===== src/rtl/uart_regbank_pkg.sv =====
package uart_regbank_pkg;
  localparam int DW = 8;
  localparam int AW = 3;

  localparam logic [AW-1:0] OFS_DATA = 3'd0;
  localparam logic [AW-1:0] OFS_IEN  = 3'd1;
  localparam logic [AW-1:0] OFS_FIFO = 3'd2;
  localparam logic [AW-1:0] OFS_LINE = 3'd3;
  localparam logic [AW-1:0] OFS_MODM = 3'd4;
  localparam logic [AW-1:0] OFS_LSTA = 3'd5;
  localparam logic [AW-1:0] OFS_MSTA = 3'd6;
  localparam logic [AW-1:0] OFS_SCR  = 3'd7;

  typedef struct packed {
    logic thr_wr;
    logic dll_wr;
    logic dlm_wr;
    logic ier_wr;
    logic fcr_wr;
    logic acr_wr;
    logic lcr_wr;
    logic mcr_wr;
    logic scr_wr;
  } wr_sel_t;

  typedef struct packed {
    logic rhr_rd;
    logic lsr_rd;
    logic msr_rd;
  } rd_sel_t;
endpackage


===== src/rtl/uart_rb_decode.sv =====
module uart_rb_decode
  import uart_regbank_pkg::*;
(
  input  logic          clk,
  input  logic          rst_n,
  input  logic          cs_i,
  input  logic          rd_i,
  input  logic          wr_i,
  input  logic [AW-1:0] addr_i,
  input  logic          dlab_i,
  input  logic          enh_i,
  output wr_sel_t       wsel_o,
  output rd_sel_t       rsel_o
);
  logic wr_go, rd_go;
  assign wr_go = cs_i & wr_i;
  assign rd_go = cs_i & rd_i;

  always_comb begin
    wsel_o = '0;
    rsel_o = '0;
    if (wr_go) begin
      unique case (addr_i)
        OFS_DATA: if (dlab_i) wsel_o.dll_wr = 1'b1; else wsel_o.thr_wr = 1'b1;
        OFS_IEN:  if (dlab_i) wsel_o.dlm_wr = 1'b1; else wsel_o.ier_wr = 1'b1;
        OFS_FIFO: if (enh_i)  wsel_o.acr_wr = 1'b1; else wsel_o.fcr_wr = 1'b1;
        OFS_LINE: wsel_o.lcr_wr = 1'b1;
        OFS_MODM: wsel_o.mcr_wr = 1'b1;
        OFS_SCR:  wsel_o.scr_wr = 1'b1;
        default: ;
      endcase
    end
    if (rd_go) begin
      unique case (addr_i)
        OFS_DATA: rsel_o.rhr_rd = ~dlab_i;
        OFS_LSTA: rsel_o.lsr_rd = 1'b1;
        OFS_MSTA: rsel_o.msr_rd = 1'b1;
        default: ;
      endcase
    end
  end

  // one access reaches at most one register
  a_r1_one_target: assert property (@(posedge clk) disable iff (!rst_n)
    $onehot0(wsel_o));
  // no select, no target
  a_r11_no_cs_no_sel: assert property (@(posedge clk) disable iff (!rst_n)
    !cs_i |-> (wsel_o == '0) && (rsel_o == '0));
endmodule


===== src/rtl/uart_rb_lsr.sv =====
module uart_rb_lsr #(
  parameter int N_STICKY = 4
) (
  input  logic                clk,
  input  logic                rst_n,
  input  logic                clr_i,
  input  logic [N_STICKY-1:0] evt_i,
  input  logic                rx_ready_i,
  input  logic                thr_empty_i,
  input  logic                tx_empty_i,
  input  logic                fifo_err_i,
  output logic [7:0]          lsr_o
);
  logic [N_STICKY-1:0] flag_q;

  for (genvar i = 0; i < N_STICKY; i++) begin : g_flag
    always_ff @(posedge clk or negedge rst_n) begin
      if (!rst_n)               flag_q[i] <= 1'b0;
      else if (evt_i[i])        flag_q[i] <= 1'b1;
      else if (clr_i)           flag_q[i] <= 1'b0;
    end
  end

  assign lsr_o = {fifo_err_i, tx_empty_i, thr_empty_i, flag_q, rx_ready_i};

  // read with no new event empties the latched bits
  a_r6_clear_on_read: assert property (@(posedge clk) disable iff (!rst_n)
    (clr_i && evt_i == '0) |=> (lsr_o[4:1] == '0));
  // an event is always visible on the next cycle, read or not
  a_r6_event_kept: assert property (@(posedge clk) disable iff (!rst_n)
    evt_i[1] |=> lsr_o[2]);
endmodule


===== src/rtl/uart_rb_msr.sv =====
module uart_rb_msr #(
  parameter int N_LINES = 4
) (
  input  logic               clk,
  input  logic               rst_n,
  input  logic               clr_i,
  input  logic [N_LINES-1:0] ext_i,
  input  logic               loop_i,
  input  logic [N_LINES-1:0] loop_src_i,
  output logic [7:0]         msr_o
);
  logic [N_LINES-1:0] line_eff, line_prev_q, delta_q, edge_hit;

  assign line_eff = loop_i ? loop_src_i : ext_i;

  always_ff @(posedge clk or negedge rst_n) begin
    if (!rst_n) line_prev_q <= '0;
    else        line_prev_q <= line_eff;
  end

  for (genvar i = 0; i < N_LINES; i++) begin : g_delta
    if (i == 2) begin : g_trail
      assign edge_hit[i] = line_prev_q[i] & ~line_eff[i];
    end else begin : g_change
      assign edge_hit[i] = line_prev_q[i] ^ line_eff[i];
    end
    always_ff @(posedge clk or negedge rst_n) begin
      if (!rst_n)           delta_q[i] <= 1'b0;
      else if (edge_hit[i]) delta_q[i] <= 1'b1;
      else if (clr_i)       delta_q[i] <= 1'b0;
    end
  end

  assign msr_o = {line_eff, delta_q};

  // a falling ring line is reported
  a_r7_ri_trailing: assert property (@(posedge clk) disable iff (!rst_n)
    (line_prev_q[2] && !line_eff[2]) |=> msr_o[2]);
  // a rising ring line alone does not set the trailing flag
  a_r7_ri_rise_quiet: assert property (@(posedge clk) disable iff (!rst_n)
    (!msr_o[2] && clr_i && !line_prev_q[2]) |=> !msr_o[2]);
endmodule


===== src/rtl/uart_regbank.sv =====
module uart_regbank
  import uart_regbank_pkg::*;
#(
  parameter logic [7:0] UNLOCK_CODE = 8'hBF
) (
  input  logic        clk,
  input  logic        rst_n,
  input  logic        cs_i,
  input  logic        rd_i,
  input  logic        wr_i,
  input  logic [2:0]  addr_i,
  input  logic [7:0]  wdata_i,
  output logic [7:0]  rdata_o,
  output logic        tx_valid_o,
  output logic [7:0]  tx_data_o,
  input  logic [7:0]  rx_data_i,
  output logic        rx_pop_o,
  output logic        rx_flush_o,
  output logic        tx_flush_o,
  output logic        fifo_en_o,
  output logic        dma_mode_o,
  output logic [7:0]  lcr_o,
  output logic [15:0] divisor_o,
  output logic [7:0]  ier_o,
  output logic        enh_mode_o,
  output logic        ext_bank_en_o,
  output logic        idx_bank_en_o,
  output logic        dtr_o,
  output logic        rts_o,
  output logic        out2_o,
  output logic        loop_o,
  input  logic        irq_pend_i,
  input  logic [2:0]  irq_code_i,
  input  logic        rx_ready_i,
  input  logic        overrun_i,
  input  logic        parity_err_i,
  input  logic        framing_err_i,
  input  logic        break_i,
  input  logic        thr_empty_i,
  input  logic        tx_empty_i,
  input  logic        fifo_err_i,
  input  logic        cts_i,
  input  logic        dsr_i,
  input  logic        ri_i,
  input  logic        dcd_i
);
  localparam int MCR_W = 5;

  logic [DW-1:0]    lcr_q, dll_q, dlm_q, ier_q, scr_q, acr_q, tx_data_q;
  logic [MCR_W-1:0] mcr_q;
  logic             enh_q, fifo_en_q, dma_q;
  logic             tx_valid_q, rx_pop_q, rx_flush_q, tx_flush_q;
  logic [7:0]       lsr_w, msr_w, isr_w;
  wr_sel_t          wsel;
  rd_sel_t          rsel;

  uart_rb_decode u_dec (
    .clk    (clk),
    .rst_n  (rst_n),
    .cs_i   (cs_i),
    .rd_i   (rd_i),
    .wr_i   (wr_i),
    .addr_i (addr_i),
    .dlab_i (lcr_q[7]),
    .enh_i  (enh_q),
    .wsel_o (wsel),
    .rsel_o (rsel)
  );

  uart_rb_lsr #(.N_STICKY(4)) u_lsr (
    .clk         (clk),
    .rst_n       (rst_n),
    .clr_i       (rsel.lsr_rd),
    .evt_i       ({break_i, framing_err_i, parity_err_i, overrun_i}),
    .rx_ready_i  (rx_ready_i),
    .thr_empty_i (thr_empty_i),
    .tx_empty_i  (tx_empty_i),
    .fifo_err_i  (fifo_err_i),
    .lsr_o       (lsr_w)
  );

  uart_rb_msr #(.N_LINES(4)) u_msr (
    .clk        (clk),
    .rst_n      (rst_n),
    .clr_i      (rsel.msr_rd),
    .ext_i      ({dcd_i, ri_i, dsr_i, cts_i}),
    .loop_i     (mcr_q[4]),
    .loop_src_i ({mcr_q[3], mcr_q[2], mcr_q[0], mcr_q[1]}),
    .msr_o      (msr_w)
  );

  // line control and unlock
  always_ff @(posedge clk or negedge rst_n) begin
    if (!rst_n) begin
      lcr_q <= '0;
      enh_q <= 1'b0;
    end else if (wsel.lcr_wr) begin
      if (wdata_i == UNLOCK_CODE) begin
        enh_q    <= 1'b1;
        lcr_q[7] <= 1'b1;
      end else begin
        enh_q <= 1'b0;
        lcr_q <= wdata_i;
      end
    end
  end

  // plain stored registers
  always_ff @(posedge clk or negedge rst_n) begin
    if (!rst_n) begin
      dll_q     <= '0;
      dlm_q     <= '0;
      ier_q     <= '0;
      scr_q     <= '0;
      acr_q     <= '0;
      mcr_q     <= '0;
      fifo_en_q <= 1'b0;
      dma_q     <= 1'b0;
    end else begin
      if (wsel.dll_wr) dll_q <= wdata_i;
      if (wsel.dlm_wr) dlm_q <= wdata_i;
      if (wsel.ier_wr) ier_q <= wdata_i;
      if (wsel.scr_wr) scr_q <= wdata_i;
      if (wsel.acr_wr) acr_q <= wdata_i;
      if (wsel.mcr_wr) mcr_q <= wdata_i[MCR_W-1:0];
      if (wsel.fcr_wr) begin
        fifo_en_q <= wdata_i[0];
        dma_q     <= wdata_i[3];
      end
    end
  end

  // one-cycle strobes toward the core
  always_ff @(posedge clk or negedge rst_n) begin
    if (!rst_n) begin
      tx_valid_q <= 1'b0;
      tx_data_q  <= '0;
      rx_pop_q   <= 1'b0;
      rx_flush_q <= 1'b0;
      tx_flush_q <= 1'b0;
    end else begin
      tx_valid_q <= wsel.thr_wr;
      if (wsel.thr_wr) tx_data_q <= wdata_i;
      rx_pop_q   <= rsel.rhr_rd;
      rx_flush_q <= wsel.fcr_wr & wdata_i[1];
      tx_flush_q <= wsel.fcr_wr & wdata_i[2];
    end
  end

  assign isr_w = {fifo_en_q, fifo_en_q, 2'b00, irq_code_i, ~irq_pend_i};

  always_comb begin
    rdata_o = '0;
    if (cs_i) begin
      unique case (addr_i)
        OFS_DATA: rdata_o = lcr_q[7] ? dll_q : rx_data_i;
        OFS_IEN:  rdata_o = lcr_q[7] ? dlm_q : ier_q;
        OFS_FIFO: rdata_o = enh_q ? acr_q : isr_w;
        OFS_LINE: rdata_o = lcr_q;
        OFS_MODM: rdata_o = {{(DW-MCR_W){1'b0}}, mcr_q};
        OFS_LSTA: rdata_o = lsr_w;
        OFS_MSTA: rdata_o = msr_w;
        OFS_SCR:  rdata_o = scr_q;
        default:  rdata_o = '0;
      endcase
    end
  end

  assign tx_valid_o    = tx_valid_q;
  assign tx_data_o     = tx_data_q;
  assign rx_pop_o      = rx_pop_q;
  assign rx_flush_o    = rx_flush_q;
  assign tx_flush_o    = tx_flush_q;
  assign fifo_en_o     = fifo_en_q;
  assign dma_mode_o    = dma_q;
  assign lcr_o         = lcr_q;
  assign divisor_o     = {dlm_q, dll_q};
  assign ier_o         = ier_q;
  assign enh_mode_o    = enh_q;
  assign ext_bank_en_o = acr_q[7];
  assign idx_bank_en_o = acr_q[6];
  assign dtr_o         = mcr_q[0];
  assign rts_o         = mcr_q[1];
  assign out2_o        = mcr_q[3];
  assign loop_o        = mcr_q[4];

  // unlock keeps the data format bits
  a_r3_unlock_keeps_fmt: assert property (@(posedge clk) disable iff (!rst_n)
    (cs_i && wr_i && addr_i == OFS_LINE && wdata_i == UNLOCK_CODE)
      |=> enh_mode_o && lcr_o[7] && (lcr_o[6:0] == $past(lcr_o[6:0])));
  // additional control frozen outside enhanced mode
  a_r4_acr_locked: assert property (@(posedge clk) disable iff (!rst_n)
    !enh_mode_o |=> $stable(acr_q));
  // a data write becomes one push carrying the byte
  a_r2_tx_push: assert property (@(posedge clk) disable iff (!rst_n)
    (cs_i && wr_i && addr_i == OFS_DATA && !lcr_o[7])
      |=> tx_valid_o && (tx_data_o == $past(wdata_i)));
  // flush pulse only after a FIFO control write outside enhanced mode
  a_r5_flush_cause: assert property (@(posedge clk) disable iff (!rst_n)
    (!(cs_i && wr_i && addr_i == OFS_FIFO && !enh_mode_o)) |=> !rx_flush_o && !tx_flush_o);
  // no strobe without chip select
  a_r11_no_strobe: assert property (@(posedge clk) disable iff (!rst_n)
    !cs_i |=> !tx_valid_o && !rx_pop_o);
endmodule


===== config.mk =====
export PLATFORM = sky130hd
export DESIGN_NAME = uart_regbank
export DESIGN_NICKNAME = d
export VERILOG_FILES = /design/src/rtl/uart_regbank_pkg.sv /design/src/rtl/uart_rb_decode.sv /design/src/rtl/uart_rb_lsr.sv /design/src/rtl/uart_rb_msr.sv /design/src/rtl/uart_regbank.sv
export SDC_FILE = /design/constraint.sdc
export NUM_CORES = 1
export LEC_CHECK = 0
export BUFFER_PORTS_ARGS = -buffer_cell sky130_fd_sc_hd__buf_4
export CAP_MARGIN = 15
export CORE_ASPECT_RATIO = 1.1
export CORE_MARGIN = 1
export CORE_UTILIZATION = 48
export DETAILED_ROUTE_END_ITERATION = 12
export GPL_TIMING_DRIVEN = 0
export PLACE_DENSITY_LB_ADDON = 0.2
export REMOVE_ABC_BUFFERS = 1
export SYNTH_ARGS = -nofsm -noshare
export SYNTH_HDL_FRONTEND = slang
export SYNTH_SLANG_ARGS = --single-unit

===== constraint.sdc =====
create_clock -name clk -period 1.6 [get_ports clk]
set_input_delay 0.08 -clock clk [delete_from_list [all_inputs] [get_ports clk]]
set_output_delay 0.08 -clock clk [all_outputs]
set_load 0.01 [all_outputs]

# Word level (Yosys, flattened, before mapping)
# Index checks and enable logic that the tools add are counted.
[totals]
regBits = 80
elab_cells = 88
out_inout_bits = 61
in_bits = 40
[op_classes]
mux = 33
n_bitwise = 12
reduce_logical = 10
n_eq_ne = 8
[ops]
columns = ["op", "count"]
rows = [
  ["$pmux W8 S8", 1],
  ["$mux W8", 4],
  ["$mux W1", 22],
  ["$reduce_bool A2 Y1", 8],
  ["$eq A3 B3 Y1 const B", 4],
  ["$mux W9", 1],
  ["$eq A8 B8 Y1 const B", 1],
  ["$eq A3 B2 Y1 const B", 2],
  ["$mux W2", 3],
  ["$and A1 B1 Y1", 5],
  ["$mux W4", 1],
  ["$not A1 Y1", 4],
  ["$eq A3 B1 Y1 const B", 1],
  ["$logic_not A3 Y1", 1],
  ["$mux W3", 1],
  ["$xor A1 B1 Y1", 3],
  ["$reduce_and A2 Y1", 1],
]

# Logic depth before layout (Yosys ltp)
[depth]
ltp_word = 5
mapped_depth = 6
mapped_depth_nobuf = 4

# By module
# A second synthesis with hierarchy kept.
[unflattened]
hier_cells = 339
area_unflattened_um2 = 3963.8
[modules_own_cells]
columns = ["mod", "n_inst", "cells_each", "seq_area_each_um2", "area_each_um2"]
rows = [
  ["uart_regbank", 1, 278, 1701.6, 3321.9],
  ["uart_rb_msr", 1, 27, 200.2, 356.6],
  ["uart_rb_lsr", 1, 13, 100.1, 163.9],
  ["uart_rb_decode", 1, 21, 0.0, 121.4],
]

# Worst setup path after synthesis
# OpenSTA, ideal clock, no wires.
[synth_timing]
kind = "register to register"
start = "reg lcr_q[7], in the netlist lcr_o[7]"
end = "reg dlm_q[4]"
path_stages_with_launch = 6
t_required_ns = 1.475
slack_ns = -0.020
arrival_ns = 1.495
setup_time_ns = 0.125
period_less_slack_ns = 1.620
n_path_buf = 2
cell_sequence = "dfrtp_1 -> buf_2 -> buf_2 -> nand2_1 -> nor2_2 -> mux2_2"
[synth_via]
elab_chain_cells = 3
[synth_rtl]
columns = ["item", "line", "text"]
rows = [
  ["start, declared", "uart_regbank.sv:49", "logic [DW-1:0] lcr_q, dll_q, dlm_q, ier_q, scr_q, acr_q, tx_data_q;"],
  ["start signal, assigned", "uart_regbank.sv:103", "lcr_q <= wdata_i;"],
  ["$mux W1", "uart_rb_decode.sv:25", "OFS_IEN: if (dlab_i) wsel_o.dlm_wr = 1'b1; else wsel_o.ier_wr = 1'b1;"],
  ["$mux W2", "uart_rb_decode.sv:23", "unique case (addr_i)"],
  ["$mux W9", "uart_rb_decode.sv:22", "if (wr_go) begin"],
  ["end signal, assigned", "uart_regbank.sv:121", "if (wsel.dlm_wr) dlm_q <= wdata_i;"],
  ["end, declared", "uart_regbank.sv:49", ""],
]
# No other way between the ends.
# A chain may end at the register's enable or synchronous reset.

# Worst setup path after layout
[layout_timing]
start = "reg lcr_q[7], in the netlist lcr_o[7]"
end = "out rdata_o[1]"
[layout_via]
elab_chain_cells = 3
elab_cells_between_ends = 4
classes_between = "4 x mux"
[layout_rtl]
columns = ["item", "line", "text"]
rows = [
  ["$mux W8 (on tied branches)", "uart_regbank.sv:157, uart_regbank.sv:156", ""],
  ["$pmux W8 S8 *", "uart_regbank.sv:155", "unique case (addr_i)"],
  ["$mux W8 *", "uart_regbank.sv:154", "if (cs_i) begin"],
  ["end, declared", "uart_regbank.sv:13", "output logic [7:0] rdata_o,"],
]
# Every way passes the cells marked *; elsewhere a longest branch is shown, timed or not.

==> flow_metrics.tcl <==
set metrics [dict create \
    synth_seq_area_share 0.520 \
    crit_buf_inv 1 \
    drtIter0Drc 157 \
    synth_area_mm2 0.00385 \
    synth-seq-cells 80 \
    io_buffers 100 \
    finalCritPeriodShare 1.24 \
    max-slew-margin-rel 0.329 \
    setup.worst_path.class "flop to output port" \
    slew_violations 0 \
    pin_count 101 \
    hold_viol 1 \
    drc 0 \
    antenna_found_initial 0 \
    synthTopCellsByArea "dfrtp_1, mux2_2, mux2i_1" \
    period_needed_ns 1.99 \
    finalSetupViolations 16 \
    synth_cell_types 46 \
    final_core_util 0.689 \
    violations "negative hold slack, negative setup slack" \
    ctsLongestPathBuffers 2 \
    yosysTopAreaCell "dfrtp_1" \
    start_util 0.507 \
    tightest_slew_ns 1.01 \
    cts_tree "yes" \
    path_max_fanout 8 \
    hpwl_um 7020 \
    clkLatencyLatePin_ns 0.35 \
    synth_top_family_by_area "multiplexers" \
    nNetsFinal 471 \
    ant_nets 0 \
    first_pass_iters 5 \
    wl_per_cell_um 19.9 \
    cts_max_level 3 \
    layout-drive-gt1-share 0.516 \
    grt_max_degree 81 \
    setup_tns_ns -2.99 \
    power_leakage_uw 0.00243 \
    path_cells "mux2i_1 -> or3_1 -> a21oi_2 -> o31a_1 -> buf_4" \
    crit_path_top_delay_cell "dfrtp_4" \
    rows 33 \
    cts_sinks 80 \
    fin_skew_ns 0.00578 \
    maxCapViolations 0 \
    dieArea_mm2 0.00839 \
    timing.fmax_mhz 503 \
    netlist.area_leader.share 0.520 \
    via_per_inst 5.61 \
    die_h_um 95.9 \
    pwr_density_cell_mw_per_mm2 1210 \
    synthXorXnorAreaFrac 0.00682 \
    peakVddDrop_uv 764 \
    cpPeakStageDelay_ns 0.58 \
    synth_mux_area_frac 0.260 \
    crit_arrival_ns 1.91 \
    synth-main-ff-cell "dfrtp_1" \
    grt_pass1_wl_um 16100 \
    hp-class "input pin to flop" \
    path_delay_family "flip-flops" \
    antenna_cells 0 \
    synth-simple-area-share 0.0864 \
    synth-edff-count 0 \
    place.gp.congestion 0.896 \
    cts_buffers 9 \
    routed-via-count 3033 \
    synth_compound_area_frac 0.0919 \
    cts_root_buf "clkbuf_8" \
    crit_path_start_kind "flop" \
    syn_to_final_growth_pct 36.0 \
    die_x_um 87.4 \
    ys_async_sr_fraction 1.00 \
    cp.required_ns 1.52 \
    track_usage 0.269 \
    avgSynthCellArea_um2 12.4 \
    rsz0062_at_grt "true" \
    wl_um 10700 \
    nFillCells 604 \
    end_kind "output port" \
    gr-total-overflow 0 \
    ys_warn_count 0 \
    syn_inst 311 \
    grt_pass1_vias 2880 \
    synth_fa_ha_area_frac 0 \
    core_area_mm2 0.00760 \
    clk_pin_slew_ns 0.08 \
    r2r_slack_ns -0.04 \
    status "finished with violations" \
    setup_slack_ns -0.388 \
    finalHoldWorstSlack_ns -0.00189 \
]
worst reg2reg max path, cell delays in order, from the launching register on:
cell and delay [ns]:
dfrtp_4 0.58, buf_12 0.19, buf_4 0.14, nor3_4 0.13
buf_4 0.16, mux2_2 0.32
stage by stage:
step	std cells	instance area [µm²]	power [µW]	setup slack (ns)
after floorplan	290	3740	3640	-0.383
after global placement	495	4630	4500	-0.823
after detailed placement	495	4630	4550	-0.880
after CTS	531	5050	6190	-0.385
after global routing	541	5240	6660	-0.447
final	541	5240	6350	-0.388
registers in the layout (all words and copies together), names as in the netlist, 4 cells and up:
name               flops
acr_q                  8
dll_q                  8
dlm_q                  8
ier_o                  8
lcr_o                  8
scr_q                  8
tx_data_o              8
mcr_q                  5
u_lsr.lsr_o            4
u_msr.line_prev_q      4
u_msr.msr_o            4
where the power goes:
part           leakage (µW)  internal (µW)  switching, µW
Sequential         0.000980           2450            347
Clock              0.000103            803            700
Combinational       0.00134           1190            861
synthesized netlist by cell type (all sizes together) (2+ instances only):
| master | n |
|---|---|
| a21oi | 12 |
| or3 | 4 |
| buf | 11 |
| dfrtp | 80 |
| o21ai | 5 |
| a211oi | 3 |
| nor3 | 5 |
| clkbuf | 10 |
| o211ai | 2 |
| or3b | 2 |
| o32ai | 2 |
| mux2 | 65 |
| and2 | 4 |
| nor2 | 15 |
| nor2b | 5 |
| inv | 7 |
| a22o | 3 |
| a21o | 7 |
| nand4 | 2 |
| nand3 | 8 |
| nand2 | 9 |
| a32oi | 2 |
| xor2 | 2 |
| o31a | 2 |
| mux2i | 27 |
| o22a | 2 |
| a311oi | 2 |
| o22ai | 5 |
cell type report:
class	count	area (µm²)	share of cell area
repair buffers	130	1050	0.201
multi-input cells	203	1820	0.347
well taps	105	131	0.0251
flip-flops and latches	80	2010	0.383
clock buffers	13	159	0.0303
clock inverters	3	40.0	0.00764
inverters	7	26.3	0.00502
placed cells by master, fill, tap and decap left out, drive strengths merged, types with 7 or more instances in the layout:
master and count:
buf 122, dfrtp 80, mux2 65, mux2i 27, nor2 15, clkbuf 13
a21oi 12, nand2 9, dlygate4sd3 8, nand3 8, inv 7, a21o 7
final timing paths:
kind	from	endpoint	cells after the start
worst max-delay path	lcr_o[7]$_DFFE_PN0P_	rdata_o[1]	5
worst min-delay path	cts_i	u_msr.line_prev_q[0]$_DFF_PN0_	3
worst max register to register	lcr_o[7]$_DFFE_PN0P_	ier_o[7]$_DFFE_PN0P_	5
worst min register to register	u_lsr.lsr_o[1]$_DFFE_PN0P_	u_lsr.lsr_o[1]$_DFFE_PN0P_	1
max in group asynchronous	rst_n	lcr_o[7]$_DFFE_PN0P_	2
min in group asynchronous	rst_n	mcr_q[4]$_DFFE_PN0P_	2
per-layer routing:
metal	global-route usage	wire, µm
met5	0	0
met4	0.124	163
met3	0.0472	738
met2	0.417	5300
met1	0.369	4540
logic make-up (layout without fill, tap and decap cells):
group / Yosys count / count (layout)
simple gates: 57 / 57
mux: 92 / 92
buf+inv: 28 / 153
xor+xnor: 3 / 3
flops: 80 / 80
compound gates: 51 / 51
repair_timing:
action / 4_1_cts / 5_1_grt
buffers inserted: 13 / 9
gates resized for setup: 9 / 25
hold endpoints to repair: 85 / 1
hold buffers: 7 / 1
setup endpoints to repair: 50 / 44
pin swaps: 8 / 9
(Power assumes the default switching activity.)
